$ cat src/rtl/uart_flagclr_pkg.sv
package uart_flagclr_pkg;

   localparam int unsigned UFC_NUM_FLAGS = 5;

   localparam int unsigned UFC_IDX_PARITY  = 0;
   localparam int unsigned UFC_IDX_FRAMING = 1;
   localparam int unsigned UFC_IDX_NOISE   = 2;
   localparam int unsigned UFC_IDX_OVERRUN = 3;
   localparam int unsigned UFC_IDX_IDLE    = 4;

   typedef enum logic {
      ARM_IDLE    = 1'b0,
      ARM_PENDING = 1'b1
   } arm_state_e;

endpackage

$ cat src/rtl/ufc_flag_cell.sv
module ufc_flag_cell (
   input  logic clk,
   input  logic rst,
   input  logic set_pulse,
   input  logic clr_pulse,
   output logic q
);

   // set has priority over clear
   always_ff @(posedge clk) begin
      if (rst)            q <= 1'b0;
      else if (set_pulse) q <= 1'b1;
      else if (clr_pulse) q <= 1'b0;
   end

endmodule

$ cat src/rtl/ufc_arm_ctrl.sv
module ufc_arm_ctrl
   import uart_flagclr_pkg::*;
#(
   parameter int unsigned NUM_FLAGS = UFC_NUM_FLAGS
) (
   input  logic                 clk,
   input  logic                 rst,
   input  logic                 stat_rd,
   input  logic                 data_rd,
   input  logic [NUM_FLAGS-1:0] flags_q,
   output logic [NUM_FLAGS-1:0] clr_mask,
   output logic                 armed
);

   arm_state_e           state_q;
   logic [NUM_FLAGS-1:0] snap_q;
   logic                 complete;

   assign complete = data_rd && (state_q == ARM_PENDING);
   assign clr_mask = complete ? snap_q : '0;
   assign armed    = (state_q == ARM_PENDING);

   always_ff @(posedge clk) begin
      if (rst) begin
         state_q <= ARM_IDLE;
         snap_q  <= '0;
      end else if (stat_rd) begin
         // the snapshot excludes flags being cleared at this same edge
         state_q <= ARM_PENDING;
         snap_q  <= flags_q & ~clr_mask;
      end else if (complete) begin
         state_q <= ARM_IDLE;
         snap_q  <= '0;
      end
   end

endmodule

$ cat src/rtl/uart_rx_flag_clear.sv
module uart_rx_flag_clear
   import uart_flagclr_pkg::*;
#(
   parameter int unsigned NUM_FLAGS = UFC_NUM_FLAGS
) (
   input  logic                 clk,
   input  logic                 rst,
   input  logic                 stat_rd,
   input  logic                 data_rd,
   input  logic                 other_acc,
   input  logic [NUM_FLAGS-1:0] evt_set,
   output logic [NUM_FLAGS-1:0] flags
);

   generate
      if (NUM_FLAGS < 1 || NUM_FLAGS > 32) begin : g_bad_width
         $error("uart_rx_flag_clear: NUM_FLAGS must be 1..32");
      end
   endgenerate

   logic [NUM_FLAGS-1:0] clr_mask;
   logic                 armed;

   ufc_arm_ctrl #(.NUM_FLAGS(NUM_FLAGS)) u_arm (
      .clk      (clk),
      .rst      (rst),
      .stat_rd  (stat_rd),
      .data_rd  (data_rd),
      .flags_q  (flags),
      .clr_mask (clr_mask),
      .armed    (armed)
   );

   for (genvar i = 0; i < NUM_FLAGS; i++) begin : g_flag
      ufc_flag_cell u_cell (
         .clk       (clk),
         .rst       (rst),
         .set_pulse (evt_set[i]),
         .clr_pulse (clr_mask[i]),
         .q         (flags[i])
      );
   end

endmodule

$ cat config.mk
export PLATFORM = sky130hd
export DESIGN_NAME = uart_rx_flag_clear
export DESIGN_NICKNAME = d
export VERILOG_FILES = /design/src/rtl/uart_flagclr_pkg.sv /design/src/rtl/ufc_flag_cell.sv /design/src/rtl/ufc_arm_ctrl.sv /design/src/rtl/uart_rx_flag_clear.sv
export SDC_FILE = /design/constraint.sdc
export NUM_CORES = 1
export LEC_CHECK = 0
export ABC_AREA = 1
export BUFFER_PORTS_ARGS = -buffer_cell sky130_fd_sc_hd__buf_4
export CAP_MARGIN = 20
export CORE_AREA = 2 2 39 41
export DETAILED_ROUTE_END_ITERATION = 10
export DIE_AREA = 0 0 41 43
export GPL_ROUTABILITY_DRIVEN = 0
export PLACE_DENSITY_LB_ADDON = 0.12
export SLEW_MARGIN = 40
export SYNTH_ARGS = -nofsm -noshare
export SYNTH_HDL_FRONTEND = slang
export SYNTH_SLANG_ARGS = --single-unit
export TNS_END_PERCENT = 30
$ cat constraint.sdc
create_clock -name clk -period 1.37 [get_ports clk]
set_clock_uncertainty 0.2 [all_clocks]
set_input_delay 0.0685 -clock clk [delete_from_list [all_inputs] [get_ports clk]]
set_output_delay 0.0685 -clock clk [all_outputs]
set_load 0.02 [all_outputs]
# --- Word-level counts from Yosys, hierarchy flattened ---
# Cells that the tools add are included.
op_classes:
  n_reduce_logical: 7
  mux: 15
  bitwise: 2
op_table:
  columns: ["operator", "count"]
  rows:
  - ["$mux 5", 3]
  - ["$mux 1", 12]
  - ["$reduce_bool 2->1", 6]
  - ["$and 5x5->5", 1]
  - ["$not 5->5", 1]
  - ["$logic_and 1x1->1", 1]
totals:
  reg_bits: 11

# --- Logic depth before layout (Yosys ltp) ---
logic_depth:
  ltp_word: 5
  mapped_depth: 3
  mapped_depth_nobuf: 3

# --- Modules after synthesis ---
# A second synthesis with hierarchy kept.
unflattened:
  cells_unflattened: 82
  hier_area_um2: 526.8
modules_own_cells:
  columns: ["mod", "area_each_um2", "cells_each", "n_inst"]
  rows:
  - ["ufc_arm_ctrl", 326.6, 57, 1]
  - ["ufc_flag_cell", 40.0, 5, 5]

# --- Least setup slack after synthesis ---
# Ideal clock, no wire load.
synth_path:
  path_type: "reg2reg"
  startpoint: "register u_arm.state_q (netlist: u_arm.armed)"
  endpoint: "register g_flag[1].u_cell.q"
  required_ps: 1053
  setup_ps: 117
  t_arrival_ps: 656
  path_stages_with_launch: 4
  setup_slack_ps: 397
  n_path_buf: 0
  period_less_slack_ps: 973
  cell_sequence: "dfxtp_1 nand3_1 a21oi_1 nor2_1"
synth_via:
  elab_chain_cells: 3
synth_lines:
  columns: ["item", "line", "text"]
  rows:
  - ["from (decl)", "ufc_arm_ctrl.sv:15", "arm_state_e state_q;"]
  - ["from (signal assigned)", "ufc_arm_ctrl.sv:25", "state_q <= ARM_IDLE;"]
  - ["from (signal assigned)", "ufc_arm_ctrl.sv:29", "state_q <= ARM_PENDING;"]
  - ["from (signal assigned)", "ufc_arm_ctrl.sv:32", "state_q <= ARM_IDLE;"]
  - ["$logic_and 1x1->1", "ufc_arm_ctrl.sv:19", "assign complete = data_rd && (state_q == ARM_PENDING);"]
  - ["$mux 5", "ufc_arm_ctrl.sv:20", "assign clr_mask = complete ? snap_q : '0;"]
  - ["$reduce_bool 2->1 (no source line)", null, null]
  - ["to (signal assigned)", "ufc_flag_cell.sv:11", "if (rst) q <= 1'b0;"]
  - ["to (signal assigned)", "ufc_flag_cell.sv:12", "else if (set_pulse) q <= 1'b1;"]
  - ["to (signal assigned)", "ufc_flag_cell.sv:13", "else if (clr_pulse) q <= 1'b0;"]
  - ["to (decl)", "ufc_flag_cell.sv:6", "output logic q"]
# No other way between the ends.
# A chain may end at the register's enable or synchronous reset.

# --- Final worst setup path ---
layout_path:
  startpoint: "input port stat_rd"
  endpoint: "register u_arm.snap_q[0]"
layout_via:
  elab_chain_cells: 1
layout_lines:
  columns: ["item", "line", "text"]
  rows:
  - ["from (decl)", "uart_rx_flag_clear.sv:8", "input logic stat_rd,"]
  - ["$mux 5 or $reduce_bool 2->1 (tied branches)", null, null]
  - ["to (signal assigned)", "ufc_arm_ctrl.sv:30", "snap_q <= flags_q & ~clr_mask;"]
  - ["to (decl)", "ufc_arm_ctrl.sv:16", "logic [NUM_FLAGS-1:0] snap_q;"]
# Several ways; a longest one is shown, not always the timed one.

==> out/summary.log <==
INFO  outcome        status=completed
INFO  finish         layout-drive-gt1-share=22.5%
INFO  timing         timing_worst_slew_pin_value=0.240ns
INFO  routing        detail_route.iter0.violations=11
INFO  timing         final_critical_path_setup_slack=0.217ns
INFO  routing        avgViaCountPerCell=4.69
INFO  job            drv.max_cap_violation_count=0
INFO  timing         period_share=84.2%
INFO  timing         maximum_achievable_frequency=0.867GHz
INFO  yosys          post_synth_inst_count=52
INFO  finish         fillCellCount=154
INFO  clock_network  worstSkewPairLatency=0.26ns
INFO  clock_network  max-clock-path-buffers=2
INFO  die            dieArea=0.00176sqmm
INFO  global_routing grt.overflow.total=0
INFO  routing        routed_vias=408
INFO  finish         seqCellArea=220squm
INFO  yosys          synth.area.top_cells=sky130_fd_sc_hd__dfxtp_1 (52%), sky130_fd_sc_hd__nand3_1 (18%), sky130_fd_sc_hd__a21oi_1 (13%), sky130_fd_sc_hd__buf_4 (8.8%), sky130_fd_sc_hd__nor2_1 (4.4%)
INFO  clock_network  ctsRootBufferMaster=sky130_fd_sc_hd__clkbuf_4
INFO  finish         layout_overhead_on_the_synthesized_area=42.5%
INFO  yosys          dominantRegCellSynth=sky130_fd_sc_hd__dfxtp_1
INFO  yosys          syn_nets=62
INFO  yosys          largest_family_of_logic_cells_by_synthesized_area=simple AND/OR/NAND/NOR gates
INFO  die            floorplan.die.width=41microns
INFO  global_routing grt_first_pass_wirelength=1.57mm
INFO  finish         nets_final=82
INFO  finish         final_core_util=43.9%
INFO  global_routing grt-busiest-layer=met2
INFO  power_and_ir_drop p_total=0.000674W
INFO  setup_path     cp_max_fo=6
INFO  global_routing largest_net_degree_at_the_start_of_global_routing=12
INFO  clock_network  tritoncts_clock_tree=yes
INFO  yosys          commonest_cells_in_the_netlist=sky130_fd_sc_hd__nand3_1 (15), sky130_fd_sc_hd__a21oi_1 (11), sky130_fd_sc_hd__dfxtp_1 (11), sky130_fd_sc_hd__buf_4 (5), sky130_fd_sc_hd__nor2_1 (5)
INFO  placement      dp_cells=75
INFO  yosys          cell_taking_the_most_area_after_synthesis=sky130_fd_sc_hd__dfxtp_1
INFO  yosys          synth_xor_xnor_area_share=0%
INFO  placement      io_buffer_count=13
INFO  yosys          synth_enable_flop_cells=0
INFO  finish         area_taken_by_multi_input_logic_gates=156squm
INFO  power_and_ir_drop peakVddDrop=0.000555V
INFO  finish         fin_cells=87
INFO  yosys          muxShareOfSynthArea=0%
INFO  yosys          post_synth_adder_cell_area=0%
INFO  die            fp-row-count=14
INFO  routing        residual_drc_count=0
INFO  global_routing global_route.usage.met2=18.4%
INFO  clock_network  post_cts_buffers=0
INFO  yosys          fraction_of_the_mapped_netlist_area_in_compound_gates=12.9%
INFO  die            core_region_area=0.00138sqmm
INFO  yosys          ys_seq_area_share=51.6%
INFO  yosys          syn_area=427squm
INFO  setup_path     setup.worst_path.class=primary input to flop
INFO  power_and_ir_drop power_per_cell_area=1110mW/mm^2
INFO  setup_path     cp-start-kind=primary input
INFO  global_routing number_of_global_route_vias_before_repair=374
INFO  yosys          synth-async-reset-ratio=0%
INFO  timing         timing.final.crit_period=1.15ns
INFO  yosys          yosys_warnings=0
INFO  yosys          post_synth_and_or_nand_nor_area_fraction=23.8%
INFO  routing        first_pass_iters=4
INFO  yosys          post_synth_num_cell_types=8
INFO  yosys          ys_ff_latch=11
INFO  die            die_y=43microns
INFO  placement      detailedPlace.worstSlack=0.271ns
INFO  die            io_pins=15
INFO  timing         finalHoldViolCount=0
INFO  clock_network  clk_slew_on_worst_s_h_paths=0.07ns
INFO  routing        routedWlPerCell=10.9microns
INFO  setup_path     worst_ep_arrival_time=1.15ns
INFO  yosys          post_synth.cell_area_avg=8.20squm
INFO  die            floorplan.initialDensity=30.8%
INFO  clock_network  ctsHtreeMaxLevel=1
INFO  clock_network  cts_made_buffers=3
INFO  global_routing grt_antenna_before_repair=0
INFO  timing         rsz0062_at_grt=no
INFO  timing         final_max_slew_viol_count=0
INFO  global_routing grt_use_met1=17.1%
INFO  routing        postRouteAntennaNets=0
INFO  worst_hold_path holdCritPathClass=flop to flop
INFO  setup_path     end_kind=flop
INFO  clock_network  clock_sinks=11
INFO  power_and_ir_drop power.leakage=0.253nW
INFO  global_routing gr-usage-met3=4.71%
INFO  timing         finalSetupViolCount=0
INFO  yosys          yosys.cell_count.top_type=sky130_fd_sc_hd__nand3_1
INFO  timing         worst_slew_margin_rel=84.0%
INFO  global_routing grt_use_total=13.3%
INFO  routing        postRouteWirelength=949microns
INFO  clock_network  resized_gates_after_cts=0
INFO  setup_path     cp.required=1.37ns
INFO  clock_network  cts.hold.buffers_added=8
INFO  yosys          synth.top_cell.area_share=51.6%
INFO  timing         totalNegativeSetupSlack=0ns
INFO  finish         diodes=0
## worst max-delay path, stage by stage
cell	delay, ns
sky130_fd_sc_hd__dlygate4sd3_1	0.54
sky130_fd_sc_hd__buf_4	0.16
sky130_fd_sc_hd__inv_1	0.15
sky130_fd_sc_hd__nand3_1	0.10
sky130_fd_sc_hd__a21oi_1	0.14
## path summary, 6_finish.rpt
| kind | start | to | slack [ns] | cells after the start |
|---|---|---|---|---|
| min | u_arm.snap_q[1] | u_arm.snap_q[1] | 0.29 | 2 |
| max reg2reg | u_arm.armed | u_arm.snap_q[0] | 0.26 | 3 |
| max | stat_rd | u_arm.snap_q[0] | 0.22 | 5 |
| min reg2reg | u_arm.snap_q[1] | u_arm.snap_q[1] | 0.29 | 2 |
## layout make-up
cell class                      count  share of cell area (%)
Tap cell                           16                    3.29
Sequential cell                    11                    36.2
Multi-Input combinational cell     33                    25.7
Clock buffer                        4                    4.32
Inverter                            2                    1.23
Timing Repair Buffer               21                    29.2
## cells in the final DEF (no fill, tap or decap)
cell type,n
sky130_fd_sc_hd__dlygate4sd3_1,8
sky130_fd_sc_hd__nand2_1,2
sky130_fd_sc_hd__buf_4,13
sky130_fd_sc_hd__a21oi_1,11
sky130_fd_sc_hd__nor2_1,5
sky130_fd_sc_hd__nand3_1,15
sky130_fd_sc_hd__dfxtp_1,11
sky130_fd_sc_hd__clkbuf_1,1
sky130_fd_sc_hd__clkbuf_4,3
sky130_fd_sc_hd__inv_1,2
## per-stage QoR
stage,instance area [sq um],hold slack (ns)
2_1_floorplan,427,-0.0624
3_3_place_gp,502,0.0770
3_5_place_dp,502,0.0830
4_1_cts,608,0.286
5_1_grt,608,0.307
6_report,608,0.289
## report_power, final
part / switching, W / internal, W
Combinational: 0.0000479 / 0.0000552
Clock: 0.000104 / 0.000113
Sequential: 0.0000144 / 0.000339
Total: 0.000166 / 0.000507
## flip-flops by register name (all words and copies together) (netlist names)
signal / flops
u_arm.armed: 1
g_flag.u_cell.q: 5
u_arm.snap_q: 5
## metal layers
metal	vias to the layer above	share of wire, %
met4	0	0
met1	187	47
li1	211	-
met3	0	4.7
met2	10	48
met5	-	0
## logic make-up (layout without fill, tap and decap cells)
| logic type | after synthesis | count (layout) |
|---|---|---|
| and+or+nand+nor | 22 | 22 |
| DFF | 11 | 11 |
| buffers and inverters | 8 | 27 |
| AOI/OAI and AO/OA | 11 | 11 |
Power figures use the tool's default switching activity.
